**config.mk**
```make
export PLATFORM = sky130hd
export DESIGN_NAME = irq_vector_ctrl
export DESIGN_NICKNAME = d
export VERILOG_FILES = /design/src/rtl/intc_pkg.sv /design/src/rtl/intc_capture.sv /design/src/rtl/intc_prio.sv /design/src/rtl/irq_vector_ctrl.sv
export SDC_FILE = /design/constraint.sdc
export NUM_CORES = 1
export LEC_CHECK = 0
export BUFFER_PORTS_ARGS = -buffer_cell sky130_fd_sc_hd__buf_4
export CORE_ASPECT_RATIO = 1.75
export CORE_MARGIN = 2
export CORE_UTILIZATION = 57
export CTS_CLUSTER_DIAMETER = 120
export DETAILED_ROUTE_END_ITERATION = 16
export PLACE_DENSITY = 0.8
export SLEW_MARGIN = 20
export SYNTH_ARGS = -nofsm -noshare
export SYNTH_HDL_FRONTEND = slang
export SYNTH_HIERARCHICAL = 1
export SYNTH_SLANG_ARGS = --single-unit
```
**constraint.sdc**
```tcl
create_clock -name clk -period 3.5 [get_ports clk]
set_input_delay 0.7 -clock clk [delete_from_list [all_inputs] [get_ports clk]]
set_output_delay 0.7 -clock clk [all_outputs]
set_load 0.005 [all_outputs]
```
**src/rtl/intc_pkg.sv**
```systemverilog
package intc_pkg;
    localparam int REG_W  = 32;
    localparam int ADDR_W = 3;

    typedef enum logic [ADDR_W-1:0] {
        OFS_STATUS = 3'd0,
        OFS_PEND   = 3'd1,
        OFS_ENABLE = 3'd2,
        OFS_ACK    = 3'd3,
        OFS_SETEN  = 3'd4,
        OFS_CLREN  = 3'd5,
        OFS_VECTOR = 3'd6,
        OFS_MASTER = 3'd7
    } reg_ofs_e;

    localparam int MST_OUT_BIT = 0;
    localparam int MST_HW_BIT  = 1;
endpackage

```
**src/rtl/intc_capture.sv**
```systemverilog
module intc_capture #(
    parameter int             N    = 32,
    parameter logic [N-1:0]   KIND = '0
) (
    input  logic [N-1:0] line_now,
    input  logic [N-1:0] line_prev,
    output logic [N-1:0] set_mask
);
    for (genvar i = 0; i < N; i++) begin : g_line
        if (KIND[i]) begin : g_edge
            assign set_mask[i] = line_now[i] & ~line_prev[i];
        end else begin : g_level
            assign set_mask[i] = line_now[i];
        end
    end
endmodule

```
**src/rtl/intc_prio.sv**
```systemverilog
module intc_prio #(
    parameter int N  = 32,
    localparam int IW = (N > 1) ? $clog2(N) : 1
) (
    input  logic [N-1:0]  pend,
    output logic          found,
    output logic [IW-1:0] index
);
    always_comb begin
        found = 1'b0;
        index = '0;
        for (int i = N - 1; i >= 0; i--) begin
            if (pend[i]) begin
                found = 1'b1;
                index = i[IW-1:0];
            end
        end
    end
endmodule

```
**src/rtl/irq_vector_ctrl.sv**
```systemverilog
module irq_vector_ctrl
    import intc_pkg::*;
#(
    parameter int               N_IRQ     = 32,
    parameter logic [N_IRQ-1:0] EDGE_KIND = 32'hFFFF_0000
) (
    input  logic                clk,
    input  logic                rst_n,
    input  logic                bus_we,
    input  logic [ADDR_W-1:0]   bus_addr,
    input  logic [REG_W-1:0]    bus_wdata,
    output logic [REG_W-1:0]    bus_rdata,
    input  logic [N_IRQ-1:0]    irq_src,
    output logic                irq_out
);
    localparam int IW = (N_IRQ > 1) ? $clog2(N_IRQ) : 1;

    typedef struct packed {
        logic [N_IRQ-1:0] status;
        logic [N_IRQ-1:0] enable;
        logic [1:0]       master;
        logic [N_IRQ-1:0] prev;
    } ctrl_state_t;

    ctrl_state_t state_d, state_q;

    logic [N_IRQ-1:0] hw_set;
    logic [N_IRQ-1:0] pend;
    logic             pend_found;
    logic [IW-1:0]    pend_index;
    logic [REG_W-1:0] vector;
    logic [N_IRQ-1:0] wmask;

    intc_capture #(.N(N_IRQ), .KIND(EDGE_KIND)) u_capture (
        .line_now  (irq_src),
        .line_prev (state_q.prev),
        .set_mask  (hw_set)
    );

    assign pend = state_q.status & state_q.enable;

    intc_prio #(.N(N_IRQ)) u_prio (
        .pend  (pend),
        .found (pend_found),
        .index (pend_index)
    );

    always_comb begin
        vector = '1;
        if (pend_found) begin
            vector = '0;
            vector[IW-1:0] = pend_index;
        end
    end

    assign wmask = bus_wdata[N_IRQ-1:0];

    always_comb begin
        state_d      = state_q;
        state_d.prev = irq_src;
        if (bus_we) begin
            case (reg_ofs_e'(bus_addr))
                OFS_STATUS: if (!state_q.master[MST_HW_BIT]) state_d.status = wmask;
                OFS_ACK:    state_d.status = state_q.status & ~wmask;
                OFS_SETEN:  state_d.enable = state_q.enable | wmask;
                OFS_CLREN:  state_d.enable = state_q.enable & ~wmask;
                OFS_MASTER: state_d.master = bus_wdata[1:0];
                default:    ;
            endcase
        end
        if (state_q.master[MST_HW_BIT]) begin
            state_d.status = state_d.status | hw_set;
        end
    end

    always_ff @(posedge clk) begin
        if (!rst_n) begin
            state_q <= '0;
        end else begin
            state_q <= state_d;
        end
    end

    always_comb begin
        bus_rdata = '0;
        case (reg_ofs_e'(bus_addr))
            OFS_STATUS: bus_rdata[N_IRQ-1:0] = state_q.status;
            OFS_PEND:   bus_rdata[N_IRQ-1:0] = pend;
            OFS_ENABLE: bus_rdata[N_IRQ-1:0] = state_q.enable;
            OFS_VECTOR: bus_rdata = vector;
            OFS_MASTER: bus_rdata[1:0] = state_q.master;
            default:    bus_rdata = '0;
        endcase
    end

    assign irq_out = state_q.master[MST_OUT_BIT] & (|pend);
endmodule

```
=== Yosys cells after proc, flatten, opt, wreduce, memory -nomap -nowiden ===
Index checks and enable logic that the tools add are counted.

* $add $sub $neg: 0
* Multipliers: 0
* Divide/modulo/power cells: 0
* Order comparisons: 0
* Equality and inequality tests: 7
* Shifts and indexed selects: 0
* Muxes and demuxes: 73
* Bitwise gates (word level): 39
* Reductions and logical operators: 5

{| class="wikitable"
|+ Operators by type and width
! operator !! number
|-
| $mux 5 || 32
|-
| $pmux 32 s2 || 2
|-
| $pmux 30 s4 || 1
|-
| $and 32x32->32 || 3
|-
| $mux 32 || 3
|-
| $mux 66 || 1
|-
| $or 32x32->32 || 2
|-
| $mux 1 || 32
|-
| $not 32->32 || 1
|-
| $reduce_or 32->1 || 1
|-
| $and 1x1->1 || 17
|-
| $not 1->1 || 16
|-
| $eq 3x3->1 const B || 4
|-
| $pmux 2 s5 || 1
|-
| $eq 3x2->1 const B || 2
|-
| $reduce_and 2->1 || 2
|-
| $eq 3x1->1 const B || 1
|-
| $logic_not 3->1 || 1
|-
| $mux 2 || 1
|-
| $reduce_bool 2->1 || 1
|}

* Register bits: 98
* Latch bits: 0
* RAM bits: 0
* ROM bits: 0
* Bits of input ports: 70
* Output and inout bits: 33
* Logic and storage cells: 128
* Memories kept: 0

=== Depth between registers and ports, before layout ===
* Word-level depth: 35
* Mapped depth: 10
* Mapped depth without buffers: 10

=== Modules after synthesis ===
The synthesis kept the hierarchy.

{| class="wikitable"
|+ Modules (own cells, without submodules)
! module !! instances !! cells each !! area each (sq um) !! sequential area each (sq um)
|-
| irq_vector_ctrl || 1 || 585 || 4,760.8 || 1,961.9
|-
| intc_prio || 1 || 65 || 370.4 || 0.0
|-
| intc_capture || 1 || 32 || 340.3 || 0.0
|}

=== Worst setup path before layout ===
OpenSTA, ideal clock, no wires.

* Path kind: reg2out
* Start: register state_q[86] (netlist name)
* End: output port bus_rdata[11]
* Arrival time: 2.039 ns
* Data required time: 2.800 ns
* Path slack: 0.761 ns
* Cell stages (with the launch flop): 9
* Buffers on the path: 2
* Cell sequence: dfxtp_1 and2_1 or4_4 nor3_1 nand3b_1 or2_1 clkbuf_1 clkbuf_1 o21ai_1

* Word-level cells in the longest chain between the ends: 24

{| class="wikitable"
|+ RTL lines
! what !! RTL line !! source
|-
| from (decl) || irq_vector_ctrl.sv:25 || <nowiki>ctrl_state_t state_d, state_q;</nowiki>
|-
| from (signal assigned) || irq_vector_ctrl.sv:80 || <nowiki>state_q <= state_d;</nowiki>
|-
| $and 32x32->32 || irq_vector_ctrl.sv:40 || <nowiki>assign pend = state_q.status & state_q.enable;</nowiki>
|-
| via pend[20] || irq_vector_ctrl.sv:28 || <nowiki>logic [N_IRQ-1:0] pend;</nowiki>
|-
| $mux 1 (21 in a row) || intc_prio.sv:13 || <nowiki>if (pend[i]) begin</nowiki>
|-
| via pend_found || irq_vector_ctrl.sv:29 || <nowiki>logic pend_found;</nowiki>
|-
| $mux 32 || irq_vector_ctrl.sv:50 || <nowiki>if (pend_found) begin</nowiki>
|-
| $pmux 30 s4 || irq_vector_ctrl.sv:86 || <nowiki>case (reg_ofs_e'(bus_addr))</nowiki>
|-
| to (decl) || irq_vector_ctrl.sv:12 || <nowiki>output logic [REG_W-1:0] bus_rdata,</nowiki>
|}

The timed path passes the listed nets, and every way through them passes these cells.

=== Worst setup path in the final report ===
* Start: register state_q[72] (netlist name)
* End: output port bus_rdata[31]

* Word-level cells in the longest chain between the ends: 10

{| class="wikitable"
|+ RTL lines
! what !! RTL line
|-
| $and 32x32->32 || irq_vector_ctrl.sv:40
|-
| via pend[6] || irq_vector_ctrl.sv:28
|-
| $mux 1 (7 in a row) || intc_prio.sv:13
|-
| via pend_found || irq_vector_ctrl.sv:29
|-
| $mux 32 || irq_vector_ctrl.sv:50
|-
| $pmux 30 s4 || irq_vector_ctrl.sv:86
|}

The timed path passes the listed nets, and every way through them passes these cells.

==> results.md <==
- Fmax: 0.3106 GHz
- Worst setup SP type: flop
- CP max FO: 17
- Minimum clock period: 3.219 ns
- Fin nets: 777
- Total iterations of the first detailed-routing run: 5
- Residual DRC count: 0
- Final setup viols: 0
- Ant diodes: 0
- Clock Skew: 0.006187 ns
- Post-CTS Setup Inserts: 0
- Most frequent cells in the layout: 120 x buf_4, 82 x dfxtp_1, 74 x a21oi_1
- Worst VDD drop: 0.0003048 V
- Number of global-route vias before repair: 5288
- Final WS setup: 0.2806 ns
- Vias per std cell: ~6.6
- Final hold violation count: 0
- Internal power: 0.001711 W
- Worst slack at placement: 0.5958 ns
- Gr ovfl total: 0
- Final ANT Viol Nets: 0
- HPWL Detailed: ~11 mm
- RSZ-0062 raised after global routing: no
- All-Layer GR Usage: 0.3350
- Post-Syn Area: 5047 um2
- DRT Wirelength: 16.24 mm
- Least-Margin Pin Slew: 0.7485 ns
- Dpl cells: 813
- Via count: ~5500
- Placed inst area: between 5000 and 6000 um2
- Synth Instances: 649
- Total power per unit cell area: 382.3 nW/um2
- Sw power: 0.0006145 W
- Final Instance Area: 6083 um2
- Number of CTS-inserted buffers: 9
- Initial antenna violation count: 0
- MaxCap Viol Count: 0
- Synth Net Count: 719
- Seq pwr share: 0.428
- Max-slew headroom: 0.5010
- Hold WS: 0.4826 ns
- Final Max Slew Viols: 0
- Synth warnings: 6
- Worst-path clk slew: 0.06 ns
- Clock sinks: 82
- Global-route wire length before repair: 25.20 mm
- Leakage power figure: 2.311 nW
- Worst path required time: 2.80 ns
- Switch share: 0.2642
- Critical path endpoint category: primary output
- H-tree depth: 3
- I/O pin cnt: 103
- Critical Setup Path Class: reg -> out
- Horiz. Die Dim: 75.14 um
- Fin Setup TNS: 0 ns
- Clk_lat worst skew: 0.34 ns
- PortBufs: 102
- CTS tree: yes
- Finished Layout Cells: 829
- Largest net degree at the start of global routing: 43
- Starting density of the core: 0.5859
- Wirelength per Cell: between 15 and 20 um
- Status: finished, final reports clean
- DIE AREA: 9654 um2
- GP Congestion: just over 0.9
- Combinational power share: 0.162
- CP arrival: around 2.5 ns
- Worst hold path class: reg -> reg
- Fin crit share: 0.9198
- Placement Rows: 45
- Layout cells sized above 1: 0.2331
- Die Span Y: ~130 um
- Clk pwr share: 0.410
- Syn-to-layout area delta: 20.53%
- Core area: 8615 um2
- DR iter-0 viols: 568
- Most common cell after layout, fill and taps aside: buf_4
- Syn avg cell area: 7.777 um2
- Clock root cell: clkbuf_16
- Clock buffer depth: 2
metal layers:
layer	global-route usage	vias up	part of all wire	wire length, um
li1	-	2541	-	-
met1	0.3836	2585	0.38	6188
met2	0.5815	300	0.53	8551
met3	0.05325	46	0.061	991
met4	0.1723	0	0.031	509
met5	0	-	0	0
path summary, 6_finish.rpt:
check | from | cells after the start | endpoint | slack [ns]
worst max register to register | state_q[33]$_SDFFE_PN0P_ | 4 | state_q[83]$_SDFF_PN0_ | 1.66
worst min-delay path | state_q[84]$_SDFF_PN0_ | 2 | state_q[84]$_SDFF_PN0_ | 0.48
worst min register to register | state_q[84]$_SDFF_PN0_ | 2 | state_q[84]$_SDFF_PN0_ | 0.48
worst max-delay path | state_q[72]$_SDFF_PN0_ | 8 | bus_rdata[31] | 0.28
metrics by stage:
stage / total power [W] / utilization
2_1_floorplan: 0.001217 / -
3_3_place_gp: 0.001370 / 0.6703
3_5_place_dp: 0.001381 / 0.6703
4_1_cts: 0.002323 / 0.7049
5_1_grt: 0.002403 / 0.7062
6_report: 0.002326 / 0.7062
what timing repair did:
item                                    in CTS  in global routing
endpoints found under the setup margin       0                 28
hold buffers                                 0                  0
gates resized for setup                      0                  2
cell type report:
type	count	area (um2)
fillers	731	2531
repair buffers	120	900.9
inverters	41	153.9
flip-flops and latches	82	1642
clock buffers	12	246.5
well taps	117	146.4
multi-input cells	453	2943
clock inverters	4	51.30
power by group through the flow:
stage / registers (W) / logic [W] / clock network (W)
floorplan: 0.00101 / 0.000208 / 0
global placement: 0.00101 / 0.000357 / 0
detailed placement: 0.00101 / 0.000366 / 0
CTS: 0.000994 / 0.000369 / 0.000960
global route: 0.000998 / 0.000406 / 0.000999
finish: 0.000996 / 0.000376 / 0.000954
critical path: stages (launching register included):
cell      delay, ns
dfxtp_1        0.31
and2_1         0.21
nor4_1         0.42
nand3_1        0.20
nand3b_1       0.27
or2_1          0.28
buf_4          0.20
o21ai_0        0.12
buf_4          0.16
No activity file was read; power rests on OpenSTA's default activity.
